--- config.mk ---
export PLATFORM = sky130hd
export DESIGN_NAME = idx_ea_unit
export DESIGN_NICKNAME = d
export VERILOG_FILES = /design/src/rtl/idx_ea_pkg.sv /design/src/rtl/idx_ea_calc.sv /design/src/rtl/idx_ea_seq.sv /design/src/rtl/idx_ea_unit.sv
export SDC_FILE = /design/constraint.sdc
export NUM_CORES = 1
export LEC_CHECK = 0
export BUFFER_PORTS_ARGS = -buffer_cell sky130_fd_sc_hd__buf_2
export CAP_MARGIN = 20
export CORE_MARGIN = 2
export CORE_UTILIZATION = 35
export DETAILED_ROUTE_END_ITERATION = 8
export HOLD_SLACK_MARGIN = 0.08
export PLACE_DENSITY = 0.61
export SETUP_SLACK_MARGIN = 0.1
export SYNTH_ARGS = -nofsm -noshare
export SYNTH_HDL_FRONTEND = slang
export SYNTH_SLANG_ARGS = --single-unit
--- constraint.sdc ---
create_clock -name clk -period 3.1 [get_ports clk]
set_clock_uncertainty 0.15 [all_clocks]
set_input_delay 0.31 -clock clk [delete_from_list [all_inputs] [get_ports clk]]
set_output_delay 0.31 -clock clk [all_outputs]
set_load 0.05 [all_outputs]
--- src/rtl/idx_ea_pkg.sv ---
package idx_ea_pkg;

  typedef enum logic [3:0] {
    EA_ZERO  = 4'd0,
    EA_OFF8  = 4'd1,
    EA_OFF16 = 4'd2,
    EA_INC1  = 4'd3,
    EA_INC2  = 4'd4,
    EA_DEC1  = 4'd5,
    EA_DEC2  = 4'd6,
    EA_ACCA  = 4'd7,
    EA_ACCB  = 4'd8,
    EA_ACCD  = 4'd9,
    EA_PC8   = 4'd10,
    EA_PC16  = 4'd11
  } ea_mode_e;

  typedef enum logic [1:0] {
    ST_IDLE = 2'd0,
    ST_RDHI = 2'd1,
    ST_RDLO = 2'd2,
    ST_LAST = 2'd3
  } ea_state_e;

endpackage

--- src/rtl/idx_ea_calc.sv ---
module idx_ea_calc
  import idx_ea_pkg::*;
#(
  parameter int DW = 8,
  parameter int AW = 16,
  parameter int NPTR = 4
) (
  input  logic [3:0]              mode,
  input  logic [$clog2(NPTR)-1:0] reg_sel,
  input  logic [DW-1:0]           off8,
  input  logic [AW-1:0]           off16,
  input  logic [DW-1:0]           acc_a,
  input  logic [DW-1:0]           acc_b,
  input  logic [AW-1:0]           pc,
  input  logic [NPTR*AW-1:0]      ptr_flat,
  output logic [AW-1:0]           base_addr,
  output logic                    wb_en,
  output logic [AW-1:0]           wb_data
);

  localparam int EXT = AW - DW;

  logic [AW-1:0] ptrs [NPTR];
  logic [AW-1:0] cur_ptr;
  logic [AW-1:0] base_reg;
  logic [AW-1:0] offset;

  for (genvar gi = 0; gi < NPTR; gi++) begin : g_ptr
    assign ptrs[gi] = ptr_flat[gi*AW +: AW];
  end

  assign cur_ptr = ptrs[reg_sel];

  function automatic logic [AW-1:0] sext(input logic [DW-1:0] v);
    return {{EXT{v[DW-1]}}, v};
  endfunction

  always_comb begin
    base_reg = cur_ptr;
    offset   = '0;
    wb_en    = 1'b0;
    wb_data  = cur_ptr;
    case (ea_mode_e'(mode))
      EA_OFF8:  offset = sext(off8);
      EA_OFF16: offset = off16;
      EA_INC1: begin
        wb_en   = 1'b1;
        wb_data = cur_ptr + AW'(1);
      end
      EA_INC2: begin
        wb_en   = 1'b1;
        wb_data = cur_ptr + AW'(2);
      end
      EA_DEC1: begin
        offset  = '1;
        wb_en   = 1'b1;
        wb_data = cur_ptr - AW'(1);
      end
      EA_DEC2: begin
        offset  = {{(AW-1){1'b1}}, 1'b0};
        wb_en   = 1'b1;
        wb_data = cur_ptr - AW'(2);
      end
      EA_ACCA:  offset = sext(acc_a);
      EA_ACCB:  offset = sext(acc_b);
      EA_ACCD:  offset = {acc_a, acc_b};
      EA_PC8: begin
        base_reg = pc;
        offset   = sext(off8);
      end
      EA_PC16: begin
        base_reg = pc;
        offset   = off16;
      end
      default:  offset = '0;
    endcase
    base_addr = base_reg + offset;
  end

endmodule

--- src/rtl/idx_ea_seq.sv ---
module idx_ea_seq
  import idx_ea_pkg::*;
#(
  parameter int DW = 8,
  parameter int AW = 16,
  parameter int SW = 2
) (
  input  logic          clk,
  input  logic          rst_n,
  input  logic          start,
  input  logic          indirect,
  input  logic [SW-1:0] reg_sel,
  input  logic [AW-1:0] base_addr,
  input  logic          wb_en,
  input  logic [AW-1:0] wb_data,
  input  logic [DW-1:0] mem_rdata,
  output logic          busy,
  output logic          mem_rd,
  output logic [AW-1:0] mem_addr,
  output logic          done,
  output logic [AW-1:0] ea,
  output logic          ea_zero,
  output logic          ptr_we,
  output logic [SW-1:0] ptr_wsel,
  output logic [AW-1:0] ptr_wdata
);

  ea_state_e     state_q, state_d;
  logic [AW-1:0] base_q, base_d;
  logic [DW-1:0] hi_q, hi_d;
  logic [AW-1:0] ea_q, ea_d;
  logic          zero_q, zero_d;
  logic          done_q, done_d;
  logic          we_q, we_d;
  logic [SW-1:0] wsel_q, wsel_d;
  logic [AW-1:0] wdata_q, wdata_d;
  logic          accept;
  logic [AW-1:0] fetched;

  assign accept  = start && (state_q == ST_IDLE);
  assign fetched = {hi_q, mem_rdata};

  always_comb begin
    state_d = state_q;
    base_d  = base_q;
    hi_d    = hi_q;
    ea_d    = ea_q;
    zero_d  = zero_q;
    done_d  = 1'b0;
    we_d    = 1'b0;
    wsel_d  = wsel_q;
    wdata_d = wdata_q;
    case (state_q)
      ST_IDLE: begin
        if (accept) begin
          we_d    = wb_en;
          wsel_d  = reg_sel;
          wdata_d = wb_data;
          if (indirect) begin
            base_d  = base_addr;
            state_d = ST_RDHI;
          end else begin
            ea_d   = base_addr;
            zero_d = (base_addr == '0);
            done_d = 1'b1;
          end
        end
      end
      ST_RDHI: state_d = ST_RDLO;
      ST_RDLO: begin
        hi_d    = mem_rdata;
        state_d = ST_LAST;
      end
      ST_LAST: begin
        ea_d    = fetched;
        zero_d  = (fetched == '0);
        done_d  = 1'b1;
        state_d = ST_IDLE;
      end
      default: state_d = ST_IDLE;
    endcase
  end

  always_ff @(posedge clk or negedge rst_n) begin
    if (!rst_n) begin
      state_q <= ST_IDLE;
      base_q  <= '0;
      hi_q    <= '0;
      ea_q    <= '0;
      zero_q  <= 1'b0;
      done_q  <= 1'b0;
      we_q    <= 1'b0;
      wsel_q  <= '0;
      wdata_q <= '0;
    end else begin
      state_q <= state_d;
      base_q  <= base_d;
      hi_q    <= hi_d;
      ea_q    <= ea_d;
      zero_q  <= zero_d;
      done_q  <= done_d;
      we_q    <= we_d;
      wsel_q  <= wsel_d;
      wdata_q <= wdata_d;
    end
  end

  assign busy      = (state_q != ST_IDLE);
  assign mem_rd    = (state_q == ST_RDHI) || (state_q == ST_RDLO);
  assign mem_addr  = (state_q == ST_RDLO) ? base_q + AW'(1) : base_q;
  assign done      = done_q;
  assign ea        = ea_q;
  assign ea_zero   = zero_q;
  assign ptr_we    = we_q;
  assign ptr_wsel  = wsel_q;
  assign ptr_wdata = wdata_q;


  rd_pair_chk: assert property (@(posedge clk) disable iff (!rst_n)
    $rose(mem_rd) |=> (mem_rd && mem_addr == $past(mem_addr) + AW'(1)));


  rd_len_chk: assert property (@(posedge clk) disable iff (!rst_n)
    (mem_rd && $past(mem_rd)) |=> !mem_rd);


  wb_once_chk: assert property (@(posedge clk) disable iff (!rst_n)
    ptr_we |-> ($past(start) && !$past(busy)));


  wb_sel_chk: assert property (@(posedge clk) disable iff (!rst_n)
    ptr_we |-> (ptr_wsel == $past(reg_sel)));


  zero_flag_chk: assert property (@(posedge clk) disable iff (!rst_n)
    done |-> (ea_zero == (ea == '0)));


  done_idle_chk: assert property (@(posedge clk) disable iff (!rst_n)
    done |-> !busy);

endmodule

--- src/rtl/idx_ea_unit.sv ---
module idx_ea_unit
  import idx_ea_pkg::*;
#(
  parameter int DW = 8,
  parameter int AW = 16
) (
  input  logic          clk,
  input  logic          rst_n,
  input  logic          start,
  input  logic [3:0]    mode,
  input  logic [1:0]    reg_sel,
  input  logic          indirect,
  input  logic [DW-1:0] off8,
  input  logic [AW-1:0] off16,
  input  logic [DW-1:0] acc_a,
  input  logic [DW-1:0] acc_b,
  input  logic [AW-1:0] pc,
  input  logic [AW-1:0] ptr_x,
  input  logic [AW-1:0] ptr_y,
  input  logic [AW-1:0] ptr_u,
  input  logic [AW-1:0] ptr_s,
  input  logic [DW-1:0] mem_rdata,
  output logic          busy,
  output logic          mem_rd,
  output logic [AW-1:0] mem_addr,
  output logic          done,
  output logic [AW-1:0] ea,
  output logic          ea_zero,
  output logic          ptr_we,
  output logic [1:0]    ptr_wsel,
  output logic [AW-1:0] ptr_wdata
);

  localparam int NPTR = 4;

  logic [NPTR*AW-1:0] ptr_flat;
  logic [AW-1:0]      base_addr;
  logic               wb_en;
  logic [AW-1:0]      wb_data;

  assign ptr_flat = {ptr_s, ptr_u, ptr_y, ptr_x};

  idx_ea_calc #(.DW(DW), .AW(AW), .NPTR(NPTR)) u_calc (
    .mode      (mode),
    .reg_sel   (reg_sel),
    .off8      (off8),
    .off16     (off16),
    .acc_a     (acc_a),
    .acc_b     (acc_b),
    .pc        (pc),
    .ptr_flat  (ptr_flat),
    .base_addr (base_addr),
    .wb_en     (wb_en),
    .wb_data   (wb_data)
  );

  idx_ea_seq #(.DW(DW), .AW(AW), .SW(2)) u_seq (
    .clk       (clk),
    .rst_n     (rst_n),
    .start     (start),
    .indirect  (indirect),
    .reg_sel   (reg_sel),
    .base_addr (base_addr),
    .wb_en     (wb_en),
    .wb_data   (wb_data),
    .mem_rdata (mem_rdata),
    .busy      (busy),
    .mem_rd    (mem_rd),
    .mem_addr  (mem_addr),
    .done      (done),
    .ea        (ea),
    .ea_zero   (ea_zero),
    .ptr_we    (ptr_we),
    .ptr_wsel  (ptr_wsel),
    .ptr_wdata (ptr_wdata)
  );

endmodule

* Word level (Yosys, flattened, before mapping) *
Cells that the tools add are included.

word-level totals
  register bits = 63
  word-level logic and storage cells = 71
  output and inout port bits = 55

cells by class
  add/subtract/negate cells = 6
  reductions and logical operators = 15
  bitwise operators = 1
  muxes and demuxes = 22
  equal/unequal tests = 17
  magnitude comparators = 1

operator list
  kind                                                number
  case mux 16 bit (7 select lines)                    1
  2-to-1 mux 16 bit                                   6
  case mux 16 bit (4 select lines)                    1
  adder 16 x 1 -> 16 bit, second input constant       2
  binary-select mux 16 bit (select 2 bit)             1
  zero test 16 bit                                    2
  case mux 16 bit (2 select lines)                    1
  adder 16 bit                                        1
  adder 16 x 2 -> 16 bit, second input constant       1
  == test 4 x 3 -> 1 bit, second input constant       4
  == test 4 bit, second input constant                4
  subtractor 16 x 1 -> 16 bit, second input constant  1
  subtractor 16 x 2 -> 16 bit, second input constant  1
  == test 4 x 2 -> 1 bit, second input constant       2
  case mux 2 bit (4 select lines)                     1
  2-to-1 mux 1 bit                                    7
  AND reduction 3 bit                                 2
  OR reduction 2 bit                                  3
  == test 2 bit, second input constant                2
  == test 4 x 1 -> 1 bit, second input constant       1
  2-to-1 mux 2 bit                                    2
  != test 2 bit, second input constant                2
  case mux 1 bit (2 select lines)                     2
  AND reduction 2 bit                                 2
  other kinds (9)                                     10

* Longest topological paths before layout *
Gate-level depths: netlist of run 1.

  depth after elaboration = 10
  depth in mapped cells = 17
  depth with buffers taken out = 16

* Modules after synthesis *
A second synthesis of run 1 with hierarchy kept.

unflattened totals
  cells, all modules = 660
  area total of the unflattened synthesis = 6138.4 µm²

by module, submodules not included
  module       sequential area each (µm²)  cells each  times used  area each (µm²)
  idx_ea_calc  0.0                         421         1           3244.4
  idx_ea_seq   1576.5                      239         1           2894.0

* Worst setup path after synthesis of run 1 *
No wires, ideal clock.

  path kind = input to register
  from = input port mode[2]
  to = register u_seq.zero_q, in the netlist u_seq.ea_zero
  arrival time = 3.649 ns
  buffers on the path = 2
  cell stages on the path = 15
  required time = 2.874 ns
  slack = -0.775 ns
  cell sequence = clkbuf_1 inv_1 nand3_1 clkbuf_1 mux2_2 ha_1 inv_1 fa_1 nor2b_1 o31a_1 o31ai_1 a31oi_1 xor2_1 or4_1 o21ai_1

between the ends
  longest elaborated chain between the ends = 8
  elaborated cells on any way between the ends = 19

RTL lines
  element                                                                line               source
  start: declaration                                                     idx_ea_unit.sv:10  input logic [3:0] mode,
  == test 4 x 2 -> 1 bit, or another cell as far along                   idx_ea_calc.sv:43  case (ea_mode_e'(mode))
  OR reduction 2 bit (no source line)                                    n/a
  case mux 16 bit (7 select lines) or 2-to-1 mux 16 bit (tied branches)  idx_ea_calc.sv:43
  adder 16 bit (*)                                                       idx_ea_calc.sv:77  base_addr = base_reg + offset;
  zero test 16 bit (*)                                                   idx_ea_seq.sv:64   zero_d = (base_addr == '0);
  2-to-1 mux 1 bit (*)                                                   idx_ea_seq.sv:59   if (indirect) begin
  2-to-1 mux 1 bit (*)                                                   idx_ea_seq.sv:55   if (accept) begin
  case mux 1 bit (2 select lines) (*)                                    idx_ea_seq.sv:53   case (state_q)
  end signal: assignment                                                 idx_ea_seq.sv:100  zero_q <= zero_d;
  end: declaration                                                       idx_ea_seq.sv:32   logic zero_q, zero_d;

Every way passes the cells marked *; elsewhere a longest branch is shown, timed or not. The select of a mux whose other input is x is not followed.
A chain may end at the register's enable or synchronous reset.

* Worst setup path after layout of run 1 *
  from = input port reg_sel[0]
  to = register u_seq.ea_q[8], in the netlist u_seq.ea[8]

between the ends
  longest elaborated chain between the ends = 9

RTL lines
  element                                                line               source
  start: declaration                                     idx_ea_unit.sv:11  input logic [1:0] reg_sel,
  NOT 2 -> 3 bit (implied by the code)                   idx_ea_calc.sv:32  assign cur_ptr = ptrs[reg_sel];
  binary-select mux 16 bit (select 2 bit)                idx_ea_calc.sv:32
  2-to-1 mux 16 bit (implied by the code) (2 in series)  idx_ea_calc.sv:32
  2-to-1 mux 16 bit                                      idx_ea_calc.sv:43
  adder 16 bit                                           idx_ea_calc.sv:77
  2-to-1 mux 16 bit                                      idx_ea_seq.sv:59
  2-to-1 mux 16 bit                                      idx_ea_seq.sv:55
  case mux 16 bit (2 select lines)                       idx_ea_seq.sv:53
  end signal: assignment                                 idx_ea_seq.sv:89   ea_q <= '0;
  end signal: assignment                                 idx_ea_seq.sv:99   ea_q <= ea_d;
  end: declaration                                       idx_ea_seq.sv:31   logic [AW-1:0] ea_q, ea_d;

Every way passes these cells. The select of a mux whose other input is x is not followed.

==> results of run 1 <==
sequential cells by signal (all words and copies together) (netlist names):
signal and count:
u_seq.ptr_wdata 16, u_seq.state_q 2, u_seq.done 1, u_seq.ea_zero 1
u_seq.ea 16, u_seq.ptr_wsel 2, u_seq.hi_q 8, u_seq.ptr_we 1
u_seq.base_q 16
power breakdown:
group	internal (W)	switching (W)	total (W)
sequential	0.00123	0.000316	0.00154
clock	0.000647	0.000370	0.00102
combinational	0.00167	0.00288	0.00454
total	0.00354	0.00356	0.00710
kinds of logic (layout without fill, tap and decap cells):
family / count (synthesis) / after routing / share of synthesized area
flip-flops: 63 / 63 / 0.256
adder cells (fa/ha/maj): 49 / 49 / 0.103
buffers and inverters: 47 / 434 / 0.0307
XOR/XNOR: 50 / 50 / 0.0711
multiplexers: 50 / 50 / 0.121
AO/OA/AOI/OAI: 213 / 213 / 0.237
AND/OR/NAND/NOR: 240 / 240 / 0.182
cells in the mapped netlist (all sizes together), types with 14 or more instances:
| cell | number |
|---|---|
| dfrtp | 63 |
| a221oi | 17 |
| nor3 | 15 |
| nand2 | 84 |
| clkbuf | 22 |
| mux2 | 29 |
| nor2 | 75 |
| a21o | 17 |
| xnor2 | 30 |
| ha | 46 |
| o21ai | 44 |
| inv | 18 |
| o21a | 14 |
| mux4 | 15 |
| a21oi | 54 |
| xor2 | 20 |
per-stage QoR:
stage               area (sq um)  power, W  utilization  worst slack [ps]
detailed placement          8760   0.00574        0.508              -641
CTS                         9610   0.00692        0.557             -79.7
finish                     10200   0.00710        0.589              -122
floorplan                   6390   0.00437            -              -385
global placement            8760   0.00571        0.508              -616
global route               10200   0.00752        0.589              -264
worst max-delay path, cell delays in order:
cell and delay (ps):
buf_12 100, mux4_2 520, mux2_4 290, ha_4 170, inv_2 50, fa_2 230, nor2b_4 50, o31a_1 310
o31a_1 300, or4_1 410, o311a_1 150, buf_4 150, o211ai_1 170, o21a_1 140
layer usage:
metal / share of wire / GRT usage
met1: 0.44 / 0.349
met2: 0.46 / 0.393
met3: 0.070 / 0.0500
met4: 0.024 / 0.0781
met5: 0 / 0
timing repair:
action / CTS / global route
hold buffers: 1 / 0
endpoints found under the hold margin: 33 / 0
setup buffers: 17 / 21
gates cloned: 0 / 0
pin swaps: 25 / 57
resized for setup: 87 / 84
endpoints found under the setup margin: 22 / 28
final timing paths:
| path | slack (ps) | startpoint | endpoint |
|---|---|---|---|
| min reg2reg | 330 | u_seq.ptr_wsel[0]$_DFFE_PN0P_ | u_seq.ptr_wsel[0]$_DFFE_PN0P_ |
| max | -120 | reg_sel[0] | u_seq.ea[8]$_DFFE_PN0P_ |
| max in group asynchronous | 1630 | rst_n | u_seq.hi_q[0]$_DFFE_PN0P_ |
| min | 110 | mem_rdata[6] | u_seq.hi_q[6]$_DFFE_PN0P_ |
| max reg2reg | 730 | u_seq.state_q[0]$_DFFE_PN0P_ | u_seq.ea_zero$_DFFE_PN0P_ |
| min in group asynchronous | 450 | rst_n | u_seq.ea[0]$_DFFE_PN0P_ |
final cells by class:
cell class / instances / area [sq um] / share of cell area
multi-input combinational: 602 / 5200 / 0.512
inverter: 18 / 67.6 / 0.00665
clock inverter: 4 / 55.1 / 0.00542
clock buffer: 12 / 246 / 0.0243
tap: 225 / 282 / 0.0277
sequential: 63 / 1580 / 0.155
timing repair buffer: 400 / 2730 / 0.269
==> results.json, run 1 <==
{
  "ys_seq_elements": 63,
  "io_pins": 193,
  "gpl.final_weighted_congestion": 0.965,
  "cp_max_fo": 6,
  "synth_cells": 712,
  "r2r_cells": 9,
  "cts_buffers": 9,
  "netlist_area_sq_mm": 0.00616,
  "synthFlopType": "dfrtp_1",
  "power_density_mw_per_mm2": 699,
  "fmax_mhz": 310,
  "die_x_um": 137,
  "dp_cells": 1273,
  "path_clk_slew_ps": 60,
  "p_leak_nw": 4.73,
  "fin_crit_ps": 3220,
  "timing.hold.ws_ps": 105,
  "critPathRequiredTime_ps": 3220,
  "yosysTopAreaCell": "dfrtp_1",
  "maxCapViolCount": 0,
  "fin_tns_setup_ps": -230,
  "cts_tree": "done",
  "via_per_inst": 5.33,
  "rows": 48,
  "worst_slew_pin_slew_ps": 788,
  "n_antenna_cell": 0,
  "dr.pass1.iters": 7,
  "wl_um": 24100,
  "cts_max_level": 3,
  "root_buffer": "clkbuf_16",
  "first_global_vias": 6608,
  "slew_viol_final": 0,
  "rsz0062_at_grt": "true",
  "grt_pass1_wl_um": 36000,
  "syn_avg_cell_area_sq_um": 8.65,
  "cp.arrival_ps": 3340,
  "finalNetCount": 1281,
  "grt_max_degree": 36,
  "hold_depth": 2,
  "clockBufferDepth": 2,
  "vias": 7051,
  "numClockSinks": 63,
  "final_common_cell": "buf_2",
  "violations": "setup timing",
  "dpl.hpwl_um": 19400,
  "ant_nets": 0,
  "path_class": "in2reg",
  "vdd_drop_max_mv": 0.829,
  "endpoint_kind": "flop",
  "yosys.cell_types.count": 69,
  "slew_headroom": 0.475,
  "syn2layout_area_growth_pct": 64.8,
  "synthesis.nets": 899,
  "io_buffer_count": 192,
  "clkLatencyLatePin_ps": 330,
  "final_cell_count_no_fill": 1324,
  "synth-warning-count": 0,
  "drc_errors": 0,
  "finalSetupViolCount": 2,
  "seq_area_frac_synth": 0.256,
  "grt_remaining_overflow": 0,
  "mostFrequentLayoutCells": "buf_2, buf_4, nand2_1",
  "synth_top_cell_area_share": 0.256,
  "synthTopCellsByArea": "dfrtp_1, ha_1, mux2_2",
  "drtIter0Drc": 514,
  "die_area_sq_mm": 0.0187,
  "async_reset_ff_frac": 1.00,
  "antenna_found_initial": 0,
  "final_layout_size_suffix_gt1_frac": 0.527,
  "core_sq_mm": 0.0172,
  "wl_per_cell_um": 18.2,
  "start_kind": "input pin",
  "period_share": 1.04,
  "fill_cells": 1478,
  "status": "complete, but fails checks",
  "hp-class": "in2reg",
  "track_usage": 0.251,
  "initial_core_util": 0.358,
  "hold_viol": 0,
  "synth-edff-count": 0,
  "die_h_um": 137,
  "fin_ws_ps": -122
}
(Power assumes the default switching activity.)
==> run 2, diff against run 1 <==
clock period = 3.7 ns   (was 3.1 ns; I/O delays follow)
==> run 2 against run 1 <==
  * The run now ends clean
  * Critical path depth down 2
  * Sequential share of layout area up 2.9 points
  * Core utilization down 9.2 points
  * Clock power down 10%
  * Critical endpoint is now u_seq.ea_zero$_DFFE_PN0P_
  * Largest cell class unchanged
  * Largest power group unchanged
==> results.json, run 2 (same netlist as run 1, synthesis figures left out) <==
{
  "fin_util": 0.497,
  "start_kind": "input pin",
  "p_leak_nw": 4.11,
  "antenna_found_initial": 0,
  "fmax_mhz": 290,
  "io_pins": 193,
  "path_clk_slew_ps": 60,
  "fin_ws_ps": 251,
  "final_common_cell": "buf_2",
  "path_class": "in2reg",
  "final_cell_count_no_fill": 1229,
  "power_density_mw_per_mm2": 652,
  "rrSetupSlack_ps": 1080,
  "track_usage": 0.232,
  "slew_headroom": 0.608,
  "ant_nets": 0,
  "maxCapViolCount": 0,
  "hold_viol": 0,
  "drtIter0Drc": 407,
  "vdd_drop_max_mv": 0.524,
  "initial_core_util": 0.358,
  "hp-class": "in2reg",
  "cp_max_fo": 8,
  "worst_slew_pin_slew_ps": 588,
  "numClockSinks": 63,
  "period_share": 0.932,
  "fin_area_sq_mm": 0.00857,
  "die_area_sq_mm": 0.0187,
  "post_cts_buffers": 0,
  "wl_um": 21800,
  "critPathRequiredTime_ps": 3800,
  "cts_max_level": 3,
  "rsz0062_at_grt": "true",
  "dp_cells": 1212,
  "mostFrequentLayoutCells": "buf_2, buf_4, nand2_1",
  "core_sq_mm": 0.0172,
  "finalSetupViolCount": 0,
  "cts_buffers": 9,
  "via_per_inst": 5.38,
  "cts_tree": "done",
  "fin_tns_setup_ps": 0,
  "fin_crit_ps": 3450,
  "die_h_um": 137,
  "grt_max_degree": 46,
  "first_global_vias": 6231,
  "status": "completed",
  "grt_remaining_overflow": 0,
  "die_x_um": 137,
  "syn2layout_area_growth_pct": 39.0,
  "final_layout_size_suffix_gt1_frac": 0.394,
  "dp_slack_ps": -107,
  "grt_pass1_wl_um": 33300,
  "endpoint_kind": "flop",
  "n_antenna_cell": 0,
  "cp.arrival_ps": 3550,
  "slew_viol_final": 0,
  "gpl.final_weighted_congestion": 0.916,
  "rows": 48,
  "root_buffer": "clkbuf_16",
  "dpl.hpwl_um": 18400,
  "dr.pass1.iters": 5,
  "drc_errors": 0,
  "wl_per_cell_um": 17.7,
  "vias": 6617,
  "io_buffer_count": 192,
  "clkLatencyLatePin_ps": 330,
  "placed_cell_area_sq_mm": 0.00818,
  "finalNetCount": 1186,
  "clockBufferDepth": 2
}
run 2: routing by layer:
layer	wire length [um]	global-route usage
met4	348	0.0532
met5	0	0
met2	9800	0.369
met1	10400	0.333
met3	1270	0.0319
run 2: critical path: stages:
cell and delay, ps:
clkbuf_4 180, buf_4 140, mux4_1 660, mux2_2 310, ha_1 280, and3_1 180
and3_1 180, a21oi_1 180, a31oi_2 150, xor2_1 200, or4_1 540, o21ai_2 150
run 2: metrics by stage:
step           power [W]  hold slack (ps)
3_5_place_dp     0.00466              182
6_report         0.00559              164
3_3_place_gp     0.00461              186
5_1_grt          0.00593              174
2_1_floorplan    0.00362            -75.6
4_1_cts          0.00558              160
run 2: layout make-up:
cell class	count	area [sq um]
timing repair buffer	305	1830
inverter	18	67.6
multi-input combinational	602	4490
fill	1656	8670
clock inverter	5	81.3
clock buffer	11	243
sequential	63	1580
tap	225	282
run 2: final timing paths:
kind                                                      from                         endpoint  cells past startpoint
worst min register to register  u_seq.ptr_wdata[2]$_DFFE_PN0P_   u_seq.ptr_wdata[2]$_DFFE_PN0P_                      2
worst max-delay path                                reg_sel[0]        u_seq.ea_zero$_DFFE_PN0P_                     12
min in group asynchronous                                rst_n         u_seq.ea[13]$_DFFE_PN0P_                      2
worst max register to register    u_seq.state_q[1]$_DFFE_PN0P_        u_seq.ea_zero$_DFFE_PN0P_                      9
max in group asynchronous                                rst_n  u_seq.ptr_wdata[13]$_DFFE_PN0P_                      3
worst min-delay path                              mem_rdata[2]        u_seq.hi_q[2]$_DFFE_PN0P_                      2
run 2: what timing repair did:
item | CTS | global route
endpoints found under the setup margin | 0 | 4
resized for setup | 0 | 18
endpoints found under the hold margin | 18 | 0
hold buffers | 1 | 0
run 2: report_power, final:
group	total [W]	switching, W	internal (W)
sequential	0.00129	0.000263	0.00103
combinational	0.00338	0.00224	0.00114
clock	0.000917	0.000309	0.000608
